**src/rtl/addsub_pkg.sv**
```systemverilog
// Package: shared constants for the adder/subtractor.
// Assumes: WIDTH of at least 2 so that a carry into the MSB exists.
package addsub_pkg;
    localparam int unsigned DFLT_W = 8;
    localparam int unsigned MIN_W  = 2;
endpackage

```
**src/rtl/fa_cell.sv**
```systemverilog
// Module: fa_cell
// One full-adder bit: sum and carry out from two data bits and a carry in.
// Assumes: purely combinational use inside a ripple chain.
module fa_cell (
    input  logic a,
    input  logic b,
    input  logic ci,
    output logic s,
    output logic co
);
    logic half;

    // Propagate term, sum and majority carry.
    always_comb begin
        half = a ^ b;
        s    = half ^ ci;
        co   = (a & b) | (half & ci);
    end
endmodule

```
**src/rtl/ripple_chain.sv**
```systemverilog
// Module: ripple_chain
// WIDTH full-adder cells in series; exposes the carries on both sides of the MSB.
// Assumes: WIDTH >= addsub_pkg::MIN_W; the b operand is already conditioned.
module ripple_chain #(
    parameter int unsigned WIDTH = addsub_pkg::DFLT_W
) (
    input  logic [WIDTH-1:0] a,
    input  logic [WIDTH-1:0] b,
    input  logic             cin,
    output logic [WIDTH-1:0] sum,
    output logic             c_msb_in,
    output logic             c_msb_out
);
    logic [WIDTH:0] carry;

    assign carry[0] = cin;

    // One cell per bit, carry rippling upward.
    for (genvar i = 0; i < WIDTH; i++) begin : g_bit
        fa_cell u_fa (
            .a  (a[i]),
            .b  (b[i]),
            .ci (carry[i]),
            .s  (sum[i]),
            .co (carry[i+1])
        );
    end

    assign c_msb_in  = carry[WIDTH-1];
    assign c_msb_out = carry[WIDTH];
endmodule

```
**src/rtl/sign_ovf_det.sv**
```systemverilog
// Module: sign_ovf_det
// Overflow from sign bits: both inputs share a sign and the result's sign differs.
// Assumes: sb is the sign of the operand as actually fed to the adder.
module sign_ovf_det (
    input  logic sa,
    input  logic sb,
    input  logic ss,
    output logic ovf
);
    // Sum-of-products form of the sign rule.
    always_comb begin
        ovf = (sa & sb & ~ss) | (~sa & ~sb & ss);
    end
endmodule

```
**src/rtl/carry_ovf_det.sv**
```systemverilog
// Module: carry_ovf_det
// Overflow from carries: carry into the MSB disagrees with carry out of it.
// Assumes: both carries come from the same ripple chain.
module carry_ovf_det (
    input  logic c_in,
    input  logic c_out,
    output logic ovf
);
    // Disagreement of the two MSB carries.
    always_comb begin
        ovf = c_in ^ c_out;
    end
endmodule

```
**src/rtl/addsub_ovf.sv**
```systemverilog
// Module: addsub_ovf (top)
// Adds or subtracts two WIDTH-bit operands; reports carry and two overflow flags.
// Assumes: purely combinational; sub_sel both inverts opb and injects carry-in.
module addsub_ovf #(
    parameter int unsigned WIDTH = addsub_pkg::DFLT_W
) (
    input  logic [WIDTH-1:0] opa,
    input  logic [WIDTH-1:0] opb,
    input  logic             sub_sel,
    output logic [WIDTH-1:0] result,
    output logic             carry_out,
    output logic             ovf_sign,
    output logic             ovf_carry
);
    localparam int unsigned MSB = WIDTH - 1;
    localparam int unsigned EXT = WIDTH + 2;

    logic [WIDTH-1:0] opb_eff;
    logic             c_into_msb;

    // XOR gates acting as switchable inverters on the second operand.
    for (genvar i = 0; i < WIDTH; i++) begin : g_inv
        assign opb_eff[i] = opb[i] ^ sub_sel;
    end

    ripple_chain #(.WIDTH(WIDTH)) u_chain (
        .a         (opa),
        .b         (opb_eff),
        .cin       (sub_sel),
        .sum       (result),
        .c_msb_in  (c_into_msb),
        .c_msb_out (carry_out)
    );

    sign_ovf_det u_sgn (
        .sa  (opa[MSB]),
        .sb  (opb_eff[MSB]),
        .ss  (result[MSB]),
        .ovf (ovf_sign)
    );

    carry_ovf_det u_cov (
        .c_in  (c_into_msb),
        .c_out (carry_out),
        .ovf   (ovf_carry)
    );

    // Reference values for the checks: unsigned total and true signed result.
    logic [WIDTH:0]      chk_add;
    logic [WIDTH:0]      chk_sub;
    logic signed [EXT-1:0] chk_signed;
    logic                chk_range_bad;

    // Build the reference values from the ports alone.
    always_comb begin
        chk_add    = {1'b0, opa} + {1'b0, opb};
        chk_sub    = {1'b0, opa} + {1'b0, ~opb} + {{WIDTH{1'b0}}, 1'b1};
        chk_signed = sub_sel ? (EXT'($signed(opa)) - EXT'($signed(opb)))
                             : (EXT'($signed(opa)) + EXT'($signed(opb)));
        chk_range_bad = (chk_signed > $signed(EXT'((1 << MSB) - 1))) ||
                        (chk_signed < -$signed(EXT'(1 << MSB)));
    end

    // Checks on the chain output and on the two flag generators.
    always_comb begin
        if (!sub_sel) begin
            assert_add_value_R1: assert ({carry_out, result} == chk_add)
                else $error("R1 add result mismatch");
        end else begin
            assert_sub_value_R2: assert ({carry_out, result} == chk_sub)
                else $error("R2 subtract result mismatch");
        end
        assert_sign_flag_R3: assert (ovf_sign == chk_range_bad)
            else $error("R3 sign-bit overflow flag wrong");
        if (opa[MSB] != (opb[MSB] ^ sub_sel)) begin
            assert_no_overflow_R4: assert (!ovf_sign)
                else $error("R4 overflow with differing signs");
        end
        assert_carry_flag_R5: assert (ovf_carry == chk_range_bad)
            else $error("R5 carry-based overflow flag wrong");
        assert_flags_agree_R6: assert (ovf_sign == ovf_carry)
            else $error("R6 overflow flags disagree");
    end
endmodule

```
**config.mk**
```make
export PLATFORM = sky130hd
export DESIGN_NAME = addsub_ovf
export DESIGN_NICKNAME = d
export VERILOG_FILES = /design/src/rtl/addsub_pkg.sv /design/src/rtl/fa_cell.sv /design/src/rtl/ripple_chain.sv /design/src/rtl/sign_ovf_det.sv /design/src/rtl/carry_ovf_det.sv /design/src/rtl/addsub_ovf.sv
export SDC_FILE = /design/constraint.sdc
export NUM_CORES = 1
export LEC_CHECK = 0
export ABC_CLOCK_PERIOD_IN_PS = 7500
export BUFFER_PORTS_ARGS = -buffer_cell sky130_fd_sc_hd__buf_2
export CORE_AREA = 4 4 41 43
export DETAILED_ROUTE_END_ITERATION = 7
export DIE_AREA = 0 0 45 47
export PLACE_DENSITY = 0.61
export REMOVE_ABC_BUFFERS = 1
export SLEW_MARGIN = 10
export SYNTH_ARGS = -nofsm -noshare
export SYNTH_HDL_FRONTEND = slang
export SYNTH_SLANG_ARGS = --single-unit
```
**constraint.sdc**
```tcl
create_clock -name vclk -period 7.5
set_input_delay 0.75 -clock vclk [all_inputs]
set_output_delay 0.75 -clock vclk [all_outputs]
set_load 0.1 [all_outputs]
```
---- Yosys cells after proc, flatten, opt, wreduce, memory -nomap -nowiden ----
Cells that the tools add are included.
cells by class
  bitwise logic cells ..................... 56
operators by type and width
  operator           count
  1-bit bitwise XOR  25
  1-bit AND          19
  1-bit bitwise OR   9
  1-bit inverter     3
word-level totals
  register bits ........................... 0
  bits of input ports ..................... 17
  output and inout port bits .............. 11
  logic and storage cells ................. 56

---- Logic depth before layout (Yosys ltp) ----
  depth after elaboration ................. 20
  mapped depth ............................ 11
  gate-level depth less buffers ........... 10

---- Cells and area by module ----
Synthesis repeated with hierarchy kept, for this count alone.
unflattened totals
  cell total of the unflattened synthesis .. 21
  area, all modules ....................... 272.8 µm²
by module, submodules not included
  module         times used  cells an instance  area an instance (µm²)  sequential area each (µm²)
  fa_cell        8           1                  20.0                    0.0
  addsub_ovf     1           9                  81.3                    0.0
  sign_ovf_det   1           3                  22.5                    0.0
  carry_ovf_det  1           1                  8.8                     0.0

---- Worst setup path after synthesis ----
No wires, ideal clock.
  path kind ............................... input-to-output
  start point ............................. input port sub_sel
  end point ............................... output port ovf_carry
  arrival ................................. 5.178 ns
  data required time ...................... 6.750 ns
  slack ................................... 1.572 ns
  stages .................................. 11
  buffers on the path ..................... 1
  cells stage by stage .................... buf_6 > xnor2_1 > fa_1 > fa_1 > fa_1 > fa_1 > fa_1 > fa_1 > inv_1 > fa_1 > xnor2_1
between the ends
  cells in the longest elaborated chain, start to end .. 19
  elaborated cells between the ends (all ways) .. 41
  classes of those cells .................. bitwise: 41
RTL lines
  what                   RTL line             RTL
  from (decl)            addsub_ovf.sv:9      input logic sub_sel,
  1-bit bitwise XOR      addsub_ovf.sv:23     assign opb_eff[i] = opb[i] ^ sub_sel;
  1-bit bitwise XOR      fa_cell.sv:15        half = a ^ b;
  1-bit AND              fa_cell.sv:17        co = (a & b) | (half & ci);
  1-bit bitwise OR       fa_cell.sv:17
  1-bit AND              fa_cell.sv:17
  1-bit bitwise OR       fa_cell.sv:17
  1-bit AND              fa_cell.sv:17
  1-bit bitwise OR       fa_cell.sv:17
  [4 not listed]         n/a
  1-bit AND              fa_cell.sv:17
  1-bit bitwise OR       fa_cell.sv:17
  1-bit AND              fa_cell.sv:17
  1-bit bitwise OR       fa_cell.sv:17
  1-bit AND              fa_cell.sv:17
  1-bit bitwise OR (*)   fa_cell.sv:17
  via carry_out          addsub_ovf.sv:11     output logic carry_out,
  1-bit bitwise XOR (*)  carry_ovf_det.sv:11  ovf = c_in ^ c_out;
  to (decl)              addsub_ovf.sv:13     output logic ovf_carry
Mark *: on every way through the listed nets, which the timed path passes. The rest lies on a longest branch.

---- Final worst setup path ----
  start point ............................. input port sub_sel
  end point ............................... output port ovf_sign
between the ends
  cells in the longest elaborated chain, start to end .. 20
  elaborated cells between the ends (all ways) .. 45
  classes of those cells .................. bitwise: 45
RTL lines
  what                  RTL line            RTL
  1-bit bitwise XOR     addsub_ovf.sv:23
  1-bit bitwise XOR     fa_cell.sv:15
  1-bit AND             fa_cell.sv:17
  1-bit bitwise OR      fa_cell.sv:17
  1-bit AND             fa_cell.sv:17
  1-bit bitwise OR      fa_cell.sv:17
  1-bit AND             fa_cell.sv:17
  1-bit bitwise OR      fa_cell.sv:17
  [4 not listed]        n/a
  1-bit AND             fa_cell.sv:17
  1-bit bitwise OR      fa_cell.sv:17
  1-bit AND             fa_cell.sv:17
  1-bit bitwise OR      fa_cell.sv:17
  1-bit bitwise XOR     fa_cell.sv:16       s = half ^ ci;
  1-bit inverter        sign_ovf_det.sv:12  ovf = (sa & sb & ~ss) | (~sa & ~sb & ss);
  1-bit AND             sign_ovf_det.sv:12
  1-bit bitwise OR (*)  sign_ovf_det.sv:12
  to (decl)             addsub_ovf.sv:12    output logic ovf_sign,
Every way passes the cells marked *; elsewhere a longest branch is shown, timed or not.

==> reports/qor.yml <==
placed_design:
  place_congestion: 0.6302
  port_buffers: 28
  pre_cts_slack_ns: 2.030
  dp.cells: 78
  dp_hpwl_um: 619.1
power_and_ir_drop:
  p_int_uw: 26.13
  switching_power_uw: 132.5
  swShare_pct: 83.52
  clkPwrFrac_pct: 0
  powerDensity_nw_per_um2: 321.8
  power_uw: 158.6
  peakVddDrop_v: 0.0001491
  p_leak_nw: 0.2894
  comb_power_share_pct: 100.0
  seqPwrFrac_pct: 0
worst_setup_path:
  critPathArrivalTime_ns: 4.67
  critPathKind: "input port to primary output"
  slowest_stage: "fa_1"
  path_cells: "buf_2 -> xnor2_1 -> fa_1 -> fa_1 -> fa_1 -> fa_1 -> fa_1 -> fa_1 -> inv_1 -> fa_1 -> mux2_2 -> buf_2"
  crit_fanout: 9
  crit_top_cell: "fa_1"
  start_kind: "input port"
  max_stage_delay_ns: 0.43
  cp_data_required_time_ns: 6.75
  endpoint_kind: "primary output"
routing:
  vias_per_cell: 3.872
  routed-via-count: 302
  firstDrtPassIters: 1
  drtIter0Drc: 0
  routed_wirelength_um: 622
  final_antenna_net_count: 0
  avgRoutedWirePerCell_um: 7.974
  drc: 0
sta:
  layout_setup_ws_ns: 2.075
  slew_violations: 0
  setup_viol: 0
  setup_tns_ns: 0
  rsz0062_at_grt: "no"
  max_freq_ghz: 0.1843
  post-route-period-util_pct: 72.33
  slew-limit-headroom_pct: 67.46
  period_needed_ns: 5.425
  tightest_slew_ns: 0.4915
  hold_viol_final: 0
logic_synthesis:
  syn_inst: 44
  ys_types: 10
  ys.warnings.count: 0
  syn_area_um2: 405.4
  synth.avg_cell_area_um2: 9.213
  yosysSeqAreaShare_pct: 0
worst_hold_path:
  hold_path_class: "input port to primary output"
clock_network:
  cts_setup_buffers: 0
  cts_resized: 0
  cts_hold_buf: 0
status:
  status: "completed"
global_routing:
  grt_pass1_wl_mm: 1.159
  antenna_found_initial: 0
  grt_max_degree: 10
  track_usage_pct: 6.905
  grt_pass1_vias: 316
  grt.overflow.total: 0
cells_and_area:
  final_util_pct: 37.88
  num_antenna_cells: 0
  stdcell_count: 78
  fin_nets: 91
  fillers: 141
  seqCellArea_um2: 0
  area_growth_pct: 21.60
  multiInputGateArea_um2: 281.5
  drive_above_1_share_pct: 47.62
  design.seq.count: 0
  clock_buffers: 0
die:
  die_area_um2: 2115
  rows: 13
  start_util_pct: 31.15
  ios: 28
  core-area_um2: 1301
  die_h_um: 47
  die_x_um: 45
flow_run:
  maxCapViolCount: 0
[path summary, 6_finish.rpt]
| check | from | endpoint | slack, ns | depth (start not counted) |
|---|---|---|---|---|
| worst max-delay path | sub_sel | ovf_sign | 2.08 | 12 |
| worst min-delay path | opa[0] | result[0] | 1.93 | 3 |
[synth_stat cells]
master	n	area, µm²
buf_4	8	60.06
buf_6	1	11.26
fa_1	7	140.1
ha_1	2	25.02
inv_1	14	52.55
mux2_2	1	11.26
mux2i_1	1	10.01
xnor2_1	8	70.07
xor2_1	1	8.760
xor2_2	1	16.27
[power groups by stage]
stage / Clock [mW] / Combinational, mW / Sequential (mW)
floorplan: 0 / 0.138 / 0
global placement: 0 / 0.159 / 0
detailed placement: 0 / 0.160 / 0
CTS: 0 / 0.160 / 0
global route: 0 / 0.168 / 0
finish: 0 / 0.159 / 0
[worst max-delay path: cells and delay by family]
family	cells	cell delay, ns
muxes	1	0.23
buffers and inverters	3	0.74
adders and majority gates	7	2.79
xor gates and xnor gates	1	0.14
[layout by cell type, fill, tap and decap left out]
cell | synthesis | routed
xor2_1 | 1 | 1
ha_1 | 2 | 2
mux2_2 | 1 | 1
buf_2 | 0 | 28
inv_1 | 14 | 14
xor2_2 | 1 | 1
xnor2_1 | 8 | 8
mux2i_1 | 1 | 1
fa_1 | 7 | 7
[cell families after synthesis]
logic type	Yosys count	share of synthesized area [%]
adder cells (fa/ha/maj)	9	40.74
XOR/XNOR	10	23.46
multiplexers	2	5.247
buffers and inverters	23	30.56
[through the flow]
| stage | cell area [µm²] | hold WS, ns |
|---|---|---|
| final | 493.0 | 1.931 |
| after global routing | 493.0 | 1.953 |
| after CTS | 493.0 | 1.937 |
| after detailed placement | 493.0 | 1.937 |
| after global placement | 493.0 | 1.933 |
| after floorplan | 334.1 | 1.941 |
[final cells by class]
cell class                      count  share of cell area, %
Timing Repair Buffer               28                  28.43
Inverter                           14                  10.66
Multi-Input combinational cell     21                  57.11
Tap cell                           15                  3.807
[layer usage]
layer | vias up | track usage (%) | share of wire (%)
li1 | 150 | - | -
met1 | 131 | 7.834 | 34
met2 | 21 | 14.12 | 48
met3 | 0 | 1.149 | 18
met4 | 0 | 0 | 0
met5 | - | 0 | 0
Power figures use the tool's default switching activity.
